File: src/rtl/i2c_cfg_pkg.sv
package i2c_cfg_pkg;
  typedef enum logic [2:0] {ST_IDLE, ST_RX, ST_RACK, ST_TX, ST_TACK} bus_st_e;
  typedef enum logic [1:0] {PH_ADDR, PH_CMD, PH_DATA} rx_ph_e;
  localparam logic [4:0] ADDR_PFX   = 5'b11011;
  localparam int         CNT_W      = 4;
  localparam int         REG_ID     = 1;
  localparam int         REG_GEN    = 2;
  localparam int         BUSY_BIT   = 6;
  localparam int         COMMIT_BIT = 7;
  localparam int         PIN_BIT    = 6;
endpackage

File: src/rtl/i2c_sync.sv
module i2c_sync #(
  parameter int W = 2
) (
  input  logic         clk_i,
  input  logic         rst_ni,
  input  logic [W-1:0] d_i,
  output logic [W-1:0] q_o
);
  for (genvar g = 0; g < W; g++) begin : g_bit
    logic [1:0] ff;
    always_ff @(posedge clk_i or negedge rst_ni) begin
      if (!rst_ni) ff <= 2'b11;
      else         ff <= {ff[0], d_i[g]};
    end
    assign q_o[g] = ff[1];
  end
endmodule

File: src/rtl/i2c_line_events.sv
module i2c_line_events (
  input  logic clk_i,
  input  logic rst_ni,
  input  logic en_start_i,
  input  logic scl_s_i,
  input  logic sda_s_i,
  output logic scl_rise_o,
  output logic scl_fall_o,
  output logic start_o,
  output logic stop_o
);
  logic scl_q, sda_q;
  always_ff @(posedge clk_i or negedge rst_ni) begin
    if (!rst_ni) begin
      scl_q <= 1'b1;
      sda_q <= 1'b1;
    end else begin
      scl_q <= scl_s_i;
      sda_q <= sda_s_i;
    end
  end
  assign scl_rise_o = scl_s_i & ~scl_q;
  assign scl_fall_o = ~scl_s_i & scl_q;
  // SDA edges are only meaningful while SCL is steadily high
  assign start_o = en_start_i & scl_s_i & scl_q & sda_q & ~sda_s_i;
  assign stop_o  = scl_s_i & scl_q & ~sda_q & sda_s_i;
endmodule

File: src/rtl/cfg_regfile.sv
module cfg_regfile
  import i2c_cfg_pkg::*;
#(
  parameter int NREG = 8
) (
  input  logic              clk_i,
  input  logic              rst_ni,
  input  logic              we_i,
  input  logic [6:0]        waddr_i,
  input  logic [7:0]        wdata_i,
  input  logic [6:0]        raddr_i,
  input  logic              busy_i,
  output logic [7:0]        rdata_o,
  output logic [NREG*8-1:0] regs_o,
  output logic [1:0]        dev_lo_o,
  output logic [CNT_W-1:0]  byte_cnt_o,
  output logic              pin_mode_o,
  output logic              commit_req_o
);
  localparam int CNT_RST = (NREG > 15) ? 15 : NREG;

  logic [7:0] mem [NREG];

  for (genvar i = 0; i < NREG; i++) begin : g_reg
    localparam logic [7:0] RST_V = (i == REG_GEN) ? 8'(CNT_RST) : 8'h00;
    localparam logic [7:0] MASK  = (i == REG_ID)  ? 8'h3F : 8'hFF;
    always_ff @(posedge clk_i or negedge rst_ni) begin
      if (!rst_ni)                         mem[i] <= RST_V;
      else if (we_i && waddr_i == 7'(i))   mem[i] <= wdata_i & MASK;
    end
    assign regs_o[8*i +: 8] = mem[i];
  end

  always_comb begin
    rdata_o = 8'h00;
    for (int i = 0; i < NREG; i++) begin
      if (raddr_i == 7'(i))
        rdata_o = (i == REG_ID) ? {1'b0, busy_i, mem[i][5:0]} : mem[i];
    end
  end

  always_ff @(posedge clk_i or negedge rst_ni) begin
    if (!rst_ni) commit_req_o <= 1'b0;
    else         commit_req_o <= we_i && waddr_i == 7'(REG_ID) && wdata_i[COMMIT_BIT];
  end

  assign dev_lo_o   = mem[REG_ID][1:0];
  assign byte_cnt_o = mem[REG_GEN][CNT_W-1:0];
  assign pin_mode_o = mem[REG_GEN][PIN_BIT];
endmodule

File: src/rtl/i2c_cfg_slave.sv
module i2c_cfg_slave
  import i2c_cfg_pkg::*;
#(
  parameter int NREG = 8
) (
  input  logic              clk_i,
  input  logic              rst_ni,
  input  logic              scl_i,
  input  logic              sda_i,
  output logic              sda_o,
  output logic              sda_oe_o,
  output logic [NREG*8-1:0] regs_o,
  output logic              commit_req_o,
  input  logic              commit_busy_i,
  output logic [1:0]        ctrl_o
);
  logic             scl_s, sda_s;
  logic             scl_rise, scl_fall, ev_start, ev_stop;
  logic             pin_mode;
  logic [1:0]       dev_lo;
  logic [CNT_W-1:0] byte_cnt, rd_left;
  logic [7:0]       rd_data, rx_byte, tx_next;
  bus_st_e          st;
  rx_ph_e           ph;
  logic [2:0]       bit_cnt;
  logic [6:0]       shreg, tx_sh, ptr, wr_addr;
  logic [7:0]       wr_data;
  logic             wr_en, byte_full, ack_q, rd_q, single_q, wrote_q, nack_q;

  i2c_sync #(.W(2)) u_sync (
    .clk_i(clk_i), .rst_ni(rst_ni), .d_i({scl_i, sda_i}), .q_o({scl_s, sda_s})
  );

  i2c_line_events u_ev (
    .clk_i(clk_i), .rst_ni(rst_ni), .en_start_i(~pin_mode),
    .scl_s_i(scl_s), .sda_s_i(sda_s),
    .scl_rise_o(scl_rise), .scl_fall_o(scl_fall), .start_o(ev_start), .stop_o(ev_stop)
  );

  cfg_regfile #(.NREG(NREG)) u_regs (
    .clk_i(clk_i), .rst_ni(rst_ni),
    .we_i(wr_en), .waddr_i(wr_addr), .wdata_i(wr_data),
    .raddr_i(ptr), .busy_i(commit_busy_i), .rdata_o(rd_data),
    .regs_o(regs_o), .dev_lo_o(dev_lo), .byte_cnt_o(byte_cnt),
    .pin_mode_o(pin_mode), .commit_req_o(commit_req_o)
  );

  assign sda_o   = 1'b0;
  assign ctrl_o  = pin_mode ? {scl_s, sda_s} : 2'b00;
  assign rx_byte = {shreg, sda_s};
  // an exhausted read budget leaves SDA released
  assign tx_next = (rd_left != '0) ? rd_data : 8'hFF;

  always_ff @(posedge clk_i or negedge rst_ni) begin
    if (!rst_ni) begin
      st <= ST_IDLE; ph <= PH_ADDR; bit_cnt <= '0;
      shreg <= '0; tx_sh <= '0; ptr <= '0; rd_left <= '0;
      wr_en <= 1'b0; wr_addr <= '0; wr_data <= '0;
      byte_full <= 1'b0; ack_q <= 1'b0; rd_q <= 1'b0;
      single_q <= 1'b0; wrote_q <= 1'b0; nack_q <= 1'b0;
      sda_oe_o <= 1'b0;
    end else begin
      wr_en <= 1'b0;
      if (ev_start) begin
        st <= ST_RX; ph <= PH_ADDR; bit_cnt <= '0;
        byte_full <= 1'b0; sda_oe_o <= 1'b0;
      end else if (ev_stop) begin
        st <= ST_IDLE; sda_oe_o <= 1'b0;
      end else begin
        unique case (st)
          ST_IDLE: ;
          ST_RX: begin
            if (scl_rise) begin
              shreg   <= rx_byte[6:0];
              bit_cnt <= bit_cnt + 3'd1;
              if (bit_cnt == 3'd7) begin
                byte_full <= 1'b1;
                unique case (ph)
                  PH_ADDR: begin
                    ack_q   <= (rx_byte[7:1] == {ADDR_PFX, dev_lo});
                    rd_q    <= rx_byte[0];
                    rd_left <= single_q ? CNT_W'(1) : byte_cnt;
                    ph      <= PH_CMD;
                  end
                  PH_CMD: begin
                    single_q <= rx_byte[7];
                    ptr      <= rx_byte[6:0];
                    wrote_q  <= 1'b0;
                    ack_q    <= 1'b1;
                    ph       <= PH_DATA;
                  end
                  default: begin
                    if (commit_busy_i || (single_q && wrote_q)) begin
                      ack_q <= 1'b0;
                    end else begin
                      ack_q   <= 1'b1;
                      wr_en   <= 1'b1;
                      wr_addr <= ptr;
                      wr_data <= rx_byte;
                      ptr     <= ptr + 7'd1;
                      wrote_q <= 1'b1;
                    end
                  end
                endcase
              end
            end else if (scl_fall && byte_full) begin
              byte_full <= 1'b0;
              sda_oe_o  <= ack_q;
              st        <= ST_RACK;
            end
          end
          ST_RACK, ST_TACK: begin
            if (st == ST_TACK && scl_rise) nack_q <= sda_s;
            if (scl_fall) begin
              if ((st == ST_RACK && !ack_q) || (st == ST_TACK && nack_q)) begin
                st <= ST_IDLE; sda_oe_o <= 1'b0;
              end else if (st == ST_TACK || rd_q) begin
                tx_sh    <= tx_next[6:0];
                sda_oe_o <= ~tx_next[7];
                if (rd_left != '0) begin
                  ptr     <= ptr + 7'd1;
                  rd_left <= rd_left - CNT_W'(1);
                end
                bit_cnt <= '0;
                st      <= ST_TX;
              end else begin
                sda_oe_o <= 1'b0; bit_cnt <= '0; st <= ST_RX;
              end
            end
          end
          ST_TX: begin
            if (scl_fall) begin
              if (bit_cnt == 3'd7) begin
                sda_oe_o <= 1'b0; st <= ST_TACK;
              end else begin
                sda_oe_o <= ~tx_sh[6];
                tx_sh    <= {tx_sh[5:0], 1'b0};
                bit_cnt  <= bit_cnt + 3'd1;
              end
            end
          end
          default: st <= ST_IDLE;
        endcase
      end
    end
  end
endmodule

File: config.mk
export PLATFORM = sky130hd
export DESIGN_NAME = i2c_cfg_slave
export DESIGN_NICKNAME = d
export VERILOG_FILES = /design/src/rtl/i2c_cfg_pkg.sv /design/src/rtl/i2c_sync.sv /design/src/rtl/i2c_line_events.sv /design/src/rtl/cfg_regfile.sv /design/src/rtl/i2c_cfg_slave.sv
export SDC_FILE = /design/constraint.sdc
export NUM_CORES = 1
export LEC_CHECK = 0
export BUFFER_PORTS_ARGS = -buffer_cell sky130_fd_sc_hd__buf_2
export CORE_ASPECT_RATIO = 0.6
export CORE_MARGIN = 2
export CORE_UTILIZATION = 55
export DETAILED_ROUTE_END_ITERATION = 10
export HOLD_SLACK_MARGIN = 0.05
export PLACE_DENSITY_LB_ADDON = 0.15
export RECOVER_POWER = 25
export SLEW_MARGIN = 25
export SYNTH_ARGS = -nofsm -noshare
export SYNTH_HDL_FRONTEND = slang
export SYNTH_SLANG_ARGS = --single-unit
File: constraint.sdc
create_clock -name clk_i -period 5.4 [get_ports clk_i]
set_clock_uncertainty 0.2 [all_clocks]
set_input_delay 1.08 -clock clk_i [delete_from_list [all_inputs] [get_ports clk_i]]
set_output_delay 1.08 -clock clk_i [all_outputs]
set_load 0.05 [all_outputs]
==> results of run 1 <==
-- cell type report --
type                            count  area [µm²]  area share (%)
Tap cell                          160         200            2.74
Clock inverter                     12         124            1.69
Inverter                           16        60.1           0.821
Sequential cell                   125        3140            42.9
Multi-Input combinational cell    395        3000            41.0
Clock buffer                       19         433            5.92
Timing Repair Buffer               71         364            4.98
-- cells in the final DEF, fill, tap and decap left out, types with 8 or more instances in the layout --
cell and instances:
dfrtp_1 118, mux2_2 86, buf_2 69, nand2_1 41
o21ai_0 32, a21oi_1 26, nor2_1 25, clkbuf_16 17
inv_1 16, a31oi_1 11, nor3_1 11, nand3b_1 10
nor2b_1 9, nand3_1 9, a221o_1 8
-- power breakdown --
part / switching (mW) / internal, mW
clock: 0.417 / 0.671
sequential: 0.0150 / 0.948
combinational: 0.0417 / 0.0147
-- layer usage --
layer	track usage [%]	vias up	part of all wire, %
li1	-	2205	-
met1	46.2	2581	47
met2	40.3	252	42
met3	7.26	19	9.3
met4	8.82	0	1.5
met5	0	-	0
-- per-stage QoR --
| stage | cells | instance area [µm²] |
|---|---|---|
| CTS | 798 | 7310 |
| finish | 798 | 7320 |
| global route | 798 | 7320 |
| global placement | 767 | 6760 |
| detailed placement | 767 | 6760 |
| floorplan | 570 | 6360 |
-- cells by family after synthesis --
group	Yosys count
AO/OA/AOI/OAI	135
XOR/XNOR	3
adder cells (fa/ha/maj)	7
buffers and inverters	50
flip-flops	125
multiplexers	95
other	1
AND/OR/NAND/NOR	152
-- worst max-delay path by stage --
stage,startpoint,endpoint,slack [ns],depth (start not counted)
6_report,st[0]$_DFFE_PN0P_,wr_addr[0]$_DFFE_PN0P_,2.44,4
5_1_grt,st[0]$_DFFE_PN0P_,wr_addr[0]$_DFFE_PN0P_,2.20,4
4_1_cts,st[0]$_DFFE_PN0P_,wr_addr[0]$_DFFE_PN0P_,2.47,4
3_5_place_dp,st[0]$_DFFE_PN0P_,wr_addr[0]$_DFFE_PN0P_,2.49,4
3_3_place_gp,st[0]$_DFFE_PN0P_,wr_addr[0]$_DFFE_PN0P_,2.65,4
2_1_floorplan,commit_busy_i,ptr[0]$_DFFE_PN0P_,3.12,4
-- flip-flops by register name, summed over array words and instances, names as in the netlist, 2 cells and up --
| signal | flops |
|---|---|
| rd_left | 4 |
| wr_data | 8 |
| u_regs.regs_o | 55 |
| bit_cnt | 3 |
| st | 3 |
| u_sync.g_bit.ff | 4 |
| u_regs.dev_lo_o | 2 |
| ptr | 7 |
| shreg | 7 |
| tx_sh | 7 |
| ph | 2 |
| u_regs.byte_cnt_o | 4 |
| wr_addr | 7 |
-- Yosys cell counts (7+ instances only) --
cell | n | area, µm²
dfrtp_1 | 118 | 2950
mux2_2 | 86 | 968
nand2_1 | 41 | 154
o21ai_0 | 32 | 160
a21oi_1 | 26 | 130
nor2_1 | 25 | 93.8
clkbuf_1 | 22 | 82.6
inv_1 | 16 | 60.1
a31oi_1 | 11 | 68.8
nor3_1 | 11 | 55.1
nand3b_1 | 10 | 75.1
nand3_1 | 9 | 45.0
nor2b_1 | 9 | 56.3
a221o_1 | 8 | 80.1
a2bb2oi_1 | 7 | 61.3
dfstp_2 | 7 | 184
ha_1 | 7 | 87.6
-- critical path, delay by kind of cell (launching register included) --
kind	cells	cell delay, ns
and+or+nand+nor	3	1.44
DFF	1	0.76
muxes	1	0.42
==> impl_metrics.ini, run 1 <==
[drt]
dr.first_iter.drc_count = 553
ant_nets = 0
drc = 0
vias = 5057
wl_per_cell_um = 21.9
wl_mm = 17.5
avgViaCountPerCell = 6.34
drt_first_pass_iters = 6

[sta]
rsz0062_at_grt = no
maxSlewHeadroom_pct = 38.5
hold_violations = 0
slew_violations = 0
fin_tns_setup_ns = 0
holdWs_ns = 0.161
finalSetupViolCount = 0
fin_ws_ns = 2.44
finalCriticalPeriod_ns = 2.96
max_freq_mhz = 338
worstMarginPinSlew_ns = 0.918
period_share_pct = 54.8

[synth]
synth-xor-area-share_pct = 0.413
yosys.area_share.simple_pct = 13.6
synth_cell_types = 72
ys_seq_elements = 125
synth_fa_ha_area_share_pct = 1.38
async_reset_ff_share_pct = 100
synth_compound_area_share_pct = 14.9
avgSynthCellArea_um2 = 11.2
synthCells = 568
yosysSeqAreaShare_pct = 49.3
syn-cell-area_um2 = 6360
synth_flop_cell = dfrtp_1
yosysWarningCount = 0
synth_mux_area_share_pct = 16.7
synth_edf_count = 0
synth_top_family_by_area = multiplexers

[cts]
clk_latency_ns = 0.41
cts_root_buf = clkbuf_16
cts_max_path_buffers = 2
clk_pin_slew_ns = 0.06
cts_made_buffers = 17
cts_sinks = 125
hold_buffers = 0
postCtsSetupBuffers = 0
cts_tree = yes
cts_resized = 0
cts_htree_levels = 4

[cells_and_area]
num_antenna_cells = 0
postLayoutCoreUtil_pct = 64.8
fill_cells = 902
synthToLayoutAreaGrowth_pct = 15.1
drive_gt1_share_pct = 33.1
nets = 638

[global_route]
overflow = 0
grt_first_pass_wirelength_mm = 27.2
grt_pass1_vias = 4641
grt_usage_pct = 29.6
antenna_found_initial = 0
grt_max_degree = 85

[power_and_ir_drop]
vdd_ir_drop_max_mv = 0.242
powerDensity_nw_per_um2 = 288
leakage_nw = 3.50
p_total_mw = 2.11

[worst_hold_path]
hold_start = u_sync.g_bit[1].ff[0]$_DFF_PN1_
worstHoldEndpoint = u_sync.g_bit[1].ff[1]$_DFF_PN1_
holdCritPathClass = flop to flop
hold_depth = 0

[floorplanning]
core_area_um2 = 11300
die_area_um2 = 12500
fp.dieW_um = 143
ioPinCount = 74
start_util_pct = 56.3
rows = 30
die_h_um = 87.3

[setup_path]
r2r_end = wr_addr[0]$_DFFE_PN0P_
path_class = flop to flop
arrival_ns = 3.05
path_cells = nor3b_2 -> nand3_2 -> nor3_4 -> mux2_2
cpMaxStageDelayCell = dfrtp_1
reg2reg_depth = 4
crit_path_start_kind = flop
reg2reg_from = st[0]$_DFFE_PN0P_
required_ns = 5.49
crit_path_end_kind = flop
path_max_fanout = 24
cpPeakStageDelay_ns = 0.76
r2r_slack_ns = 2.44

[place]
gp_congestion = 0.877
hpwl_mm = 12.0
dp_slack_ns = 2.49
portBuffers = 70

[job]
maxCapViolations = 0

[status]
status = finished, final reports clean
Power figures use the tool's default switching activity.
==> inputs of run 2 (changes only) <==
==> constraint.sdc (replaced) <==
create_clock -name clk_i -period 2.8 [get_ports clk_i]
set_clock_uncertainty 0.2 [all_clocks]
set_input_delay 0.56 -clock clk_i [delete_from_list [all_inputs] [get_ports clk_i]]
set_output_delay 0.56 -clock clk_i [all_outputs]
set_load 0.05 [all_outputs]
==> impl_metrics.ini, run 2 (synthesized netlist as in run 1, its figures left out) <==
[cts]
cts_root_buf = clkbuf_16
clk_pin_slew_ns = 0.05
cts_tree = yes
cts_sinks = 125
cts_made_buffers = 17
clk_latency_ns = 0.42
postCtsSetupBuffers = 0
cts_resized = 0
cts_htree_levels = 4
cts_max_path_buffers = 2

[drt]
drc = 0
wl_per_cell_um = 21.9
ant_nets = 0
drt_first_pass_iters = 5
avgViaCountPerCell = 6.23
dr.first_iter.drc_count = 711
wl_mm = 17.9
vias = 5089

[setup_path]
reg2reg_depth = 6
cp.depth = 6
path_cells = ha_1 -> a21oi_1 -> a221o_1 -> a221o_1 -> a31oi_1 -> o22a_1
path_max_fanout = 17
arrival_ns = 2.74
crit_path_end_kind = flop
required_ns = 2.95
crit_buf_inv = 0
path_class = flop to flop
critPathTopFamily = compound AO/OA/AOI/OAI gates
cpPeakStageDelay_ns = 0.55
cpMostUsedCell = a221o_1
cpMaxStageDelayCell = ha_1
crit_path_start_kind = flop

[floorplanning]
rows = 30
fp.dieW_um = 143
core_area_um2 = 11300
die_h_um = 87.3
ioPinCount = 74
start_util_pct = 56.3
die_area_um2 = 12500

[global_route]
overflow = 0
antenna_found_initial = 1
grt_usage_pct = 30.3
grt_first_pass_wirelength_mm = 27.8
grt_max_degree = 46
grt_pass1_vias = 4817

[cells_and_area]
final_cell_mix = dfrtp_1, mux2_2, buf_2, nand2_1, o21ai_0
largest_reg_flops = 55
layout_commonest_cell = dfrtp_1
num_antenna_cells = 0
fin_cells = 817
design_area_um2 = 7460
nets = 656
drive_gt1_share_pct = 34.1
synthToLayoutAreaGrowth_pct = 17.3

[sta]
finalCriticalPeriod_ns = 2.59
period_share_pct = 92.5
maxSlewHeadroom_pct = 26.1
finalSetupViolCount = 0
max_freq_mhz = 386
rsz0062_at_grt = no
worstMarginPinSlew_ns = 1.11
slew_violations = 0
fin_tns_setup_ns = 0
hold_violations = 0

[place]
hpwl_mm = 12.5
place_inst = 782
post_dp_cell_area_um2 = 6890
gp_congestion = 0.924
portBuffers = 70

[status]
status = finished, final reports clean

[power_and_ir_drop]
vdd_ir_drop_max_mv = 0.424
combPwrFrac_pct = 2.9
intPower_mw = 3.18
p_total_mw = 4.08
powerDensity_nw_per_um2 = 547
switching_share_pct = 22.2
clock_power_share_pct = 51.7
leakage_nw = 3.58
p_sw_uw = 906
pwr-share-seq_pct = 45.4

[job]
maxCapViolations = 0

[worst_hold_path]
holdCritPathClass = flop to flop
hold_depth = 0
[run 2: changes by cell type in the layout (fill, tap and decap cells not counted), sizes merged]
cell,change
buf,+12
clkbuf,+10
clkinv,-4
dlygate4sd3,+3
bufinv,-1
clkinvlp,-1
[run 2: path summary, 6_finish.rpt]
kind | startpoint | to | slack (ns)
hold reg to reg | u_sync.g_bit[0].ff[0]$_DFF_PN1_ | u_sync.g_bit[0].ff[1]$_DFF_PN1_ | 0.16
hold / removal | u_sync.g_bit[0].ff[0]$_DFF_PN1_ | u_sync.g_bit[0].ff[1]$_DFF_PN1_ | 0.16
max in group asynchronous | rst_ni | ptr[1]$_DFFE_PN0P_ | 0.42
setup reg to reg | ptr[0]$_DFFE_PN0P_ | tx_sh[2]$_DFFE_PN0P_ | 0.21
min in group asynchronous | rst_ni | u_regs.regs_o[33]$_DFFE_PN0P_ | 0.68
setup / recovery | ptr[0]$_DFFE_PN0P_ | tx_sh[2]$_DFFE_PN0P_ | 0.21
[run 2: layer usage]
layer / part of all wire (%) / routed length (µm) / global-route usage, %
met3: 9.5 / 1710 / 6.93
met2: 41 / 7280 / 40.9
met1: 48 / 8500 / 48.0
met4: 2.1 / 378 / 8.64
met5: 0 / 0 / 0
[run 2: what timing repair did]
| item | 4_1_cts | 5_1_grt |
|---|---|---|
| endpoints found under the hold margin | 39 | 0 |
| hold buffers | 3 | 0 |
| endpoints found under the setup margin | 0 | 0 |
[run 2: per-stage QoR]
stage | setup WS (ns) | hold WS, ns | utilization, %
finish | 0.210 | 0.159 | 66.0
global route | 0.0865 | 0.164 | 66.0
CTS | 0.253 | 0.156 | 66.3
detailed placement | 0.269 | 0.147 | 61.0
global placement | 0.355 | 0.148 | 61.0
floorplan | 0.536 | 0.0644 | -
[run 2: worst register-to-register path, cell delays in order (launching register included)]
cell	delay, ns
dfrtp_1	0.52
ha_1	0.55
a21oi_1	0.14
a221o_1	0.38
a221o_1	0.33
a31oi_1	0.24
o22a_1	0.18
[run 2: final cells by class]
cell class	instances	area, µm²
Clock inverter	6	62.6
Sequential cell	125	3140
Clock buffer	26	499
Multi-Input combinational cell	395	3000
Timing Repair Buffer	89	500
Inverter	16	60.1
Tap cell	160	200
Fill cell	882	3840
[run 2: power groups by stage]
| stage | logic (mW) | registers [mW] | clock network, mW |
|---|---|---|---|
| after CTS | 0.124 | 1.85 | 2.12 |
| after global routing | 0.133 | 1.86 | 2.21 |
| after detailed placement | 0.120 | 1.88 | 0 |
| after floorplan | 0.0625 | 1.87 | 0 |
| after global placement | 0.117 | 1.88 | 0 |
| final | 0.118 | 1.85 | 2.11 |
==> inputs of run 3 (changes only) <==
--- a/config.mk
+++ b/config.mk
@@ -16,4 +16,5 @@
 export SLEW_MARGIN = 25
 export SYNTH_ARGS = -nofsm -noshare
 export SYNTH_HDL_FRONTEND = slang
+export SYNTH_HIERARCHICAL = 1
 export SYNTH_SLANG_ARGS = --single-unit
==> impl_metrics.ini, run 3 <==
[status]
status = complete, but fails checks
failed_checks = max-capacitance violations, max-slew violations

[place]
hpwl_mm = 11.5
place_inst = 752
gp_congestion = 0.966
portBuffers = 70
dp_slack_ns = 0.193

[power_and_ir_drop]
combPwrFrac_pct = 9.2
vdd_ir_drop_max_mv = 0.538
powerDensity_nw_per_um2 = 608
p_sw_mw = 1.11
leakage_nw = 3.63
pwr-share-seq_pct = 42.0
intPower_mw = 3.49
clock_power_share_pct = 48.7
switching_share_pct = 24.2

[global_route]
grt_max_degree = 71
overflow = 0
grt_first_pass_wirelength_mm = 26.1
antenna_found_initial = 0
grt_pass1_vias = 4668
grt_usage_pct = 27.7

[synth]
synth_area_leaders = dfrtp_1, mux2_2, mux4_2
yosysMostFrequentCell = dfrtp_1
yosysWarningCount = 6
synth_cell_types = 73
syn-cell-area_um2 = 6450
synthCells = 541
synth_edf_count = 0
synth_common_cells = dfrtp_1, mux2_2, nand2_1
post-synth-top-area-fraction_pct = 45.7
avgSynthCellArea_um2 = 11.9
synth_largest_area_cell = dfrtp_1
synth_flop_cell = dfrtp_1
ys_seq_elements = 125
yosysSeqAreaShare_pct = 48.6
async_reset_ff_share_pct = 100

[drt]
vias = 4792
ant_nets = 0
wl_mm = 16.5
drc = 0
wl_per_cell_um = 21.0
drt_first_pass_iters = 7
avgViaCountPerCell = 6.07
dr.first_iter.drc_count = 461

[cts]
cts_made_buffers = 17
cts_htree_levels = 4
clk_latency_ns = 0.42
cts_root_buf = clkbuf_16
clk_pin_slew_ns = 0.06
cts_max_path_buffers = 2
cts_tree = yes
cts_sinks = 125

[setup_path]
crit_path_start_kind = flop
crit_path_end_kind = flop
path_max_fanout = 10
arrival_ns = 2.69
critPathLaunch = bit_cnt[0]$_DFFE_PN0P_
path_class = flop to flop
r2r_end = ptr[1]$_DFFE_PN0P_
reg2reg_depth = 7
r2r_slack_ns = 0.20
required_ns = 2.89
reg2reg_from = bit_cnt[0]$_DFFE_PN0P_

[sta]
finalCriticalPeriod_ns = 2.60
period_share_pct = 92.9
holdWs_ns = 0.159
maxSlewHeadroom_pct = -4.60
fin_ws_ns = 0.200
worstMarginPinSlew_ns = 1.57
slew_violations = 71
hold_violations = 0
rsz0062_at_grt = no
max_freq_mhz = 385
fin_tns_setup_ns = 0
finalSetupViolCount = 0

[cells_and_area]
largest_reg_flops = 55
num_antenna_cells = 0
fill_cells = 830
synthToLayoutAreaGrowth_pct = 17.3
final_cell_mix = dfrtp_1, mux2_2, buf_2, nand2_1, o21ai_0
nets = 625
drive_gt1_share_pct = 39.3
fin_cells = 789
postLayoutCoreUtil_pct = 66.5
layout_commonest_cell = dfrtp_1

[worst_hold_path]
hold_start = u_sync/g_bit[0].ff[0]$_DFF_PN1_
hold_depth = 0
holdCritPathClass = flop to flop
worstHoldEndpoint = u_sync/g_bit[0].ff[1]$_DFF_PN1_

[floorplanning]
die_h_um = 87.9
start_util_pct = 56.8
die_area_um2 = 12600
fp.dieW_um = 144
core_area_um2 = 11400
ioPinCount = 74
rows = 30

[job]
maxCapViolations = 1
run 3: changes by cell type after synthesis, moves of 6 or more:
cell,delta
a21oi_1,-15
clkbuf_1,-15
buf_4,+12
mux4_2,+10
nand3b_1,-9
a221o_1,-8
inv_1,+8
buf_2,+7
mux2_2,-7
a21boi_0,-6
run 3: per-layer routing:
metal / routed length [µm] / vias up / track usage, % / share of wire, %
li1: - / 2116 / - / -
met5: 0 / - / 0 / 0
met3: 1370 / 16 / 8.53 / 8.3
met4: 140 / 0 / 7.40 / 0.85
met2: 7110 / 210 / 39.3 / 43
met1: 7920 / 2450 / 41.6 / 48
run 3: cells by family after synthesis:
kind of cell / after synthesis / synth area share, %
compound gates: 86 / 9.71
xor+xnor: 3 / 0.407
fa+ha+maj: 4 / 0.775
buf+inv: 62 / 5.08
flops: 125 / 48.6
mux: 107 / 20.5
other cells: 2 / 0.116
simple gates: 152 / 14.8
run 3: per-stage QoR:
stage / power (mW) / instance area, µm²
after floorplan: 2.23 / 6460
after global placement: 2.37 / 6950
after detailed placement: 2.39 / 6950
after CTS: 4.64 / 7580
after global routing: 4.77 / 7570
final: 4.60 / 7570
run 3: power by group through the flow:
| stage | clock network [mW] | logic [mW] | registers, mW |
|---|---|---|---|
| 2_1_floorplan | 0 | 0.280 | 1.95 |
| 3_3_place_gp | 0 | 0.410 | 1.96 |
| 3_5_place_dp | 0 | 0.424 | 1.96 |
| 4_1_cts | 2.28 | 0.431 | 1.93 |
| 5_1_grt | 2.36 | 0.473 | 1.94 |
| 6_report | 2.24 | 0.425 | 1.93 |
run 3: final cells by class:
type | instances | area, µm² | area share, %
Inverter | 24 | 90.1 | 1.19
Tap cell | 160 | 200 | 2.65
Multi-Input combinational cell | 355 | 3000 | 39.6
Clock inverter | 11 | 144 | 1.90
Sequential cell | 125 | 3140 | 41.4
Clock buffer | 21 | 460 | 6.08
Timing Repair Buffer | 93 | 537 | 7.09
run 3: critical path, stage by stage (launching register included):
cell,delay [ns]
dfrtp_1,0.38
ha_1,0.16
ha_1,0.44
inv_1,0.17
o311ai_4,0.33
nand3_2,0.25
nor2_4,0.24
mux2_4,0.31
run 3: timing repair:
item | CTS | global route
resized for setup | 0 | 1
setup endpoints to repair | 0 | 10
setup buffers | 0 | 2
hold endpoints to repair | 120 | 0
hold buffers | 3 | 0
run 3: worst max-delay path by stage:
stage / to / slack (ns) / cells after the start
3_5_place_dp: wr_data[4]$_DFFE_PN0P_ / 0.19 / 6
6_report: ptr[1]$_DFFE_PN0P_ / 0.20 / 7
5_1_grt: tx_sh[6]$_DFFE_PN0P_ / 0.09 / 3
2_1_floorplan: ptr[1]$_DFFE_PN0P_ / 0.36 / 8
3_3_place_gp: tx_sh[5]$_DFFE_PN0P_ / 0.29 / 7
4_1_cts: wr_data[1]$_DFFE_PN0P_ / 0.17 / 6
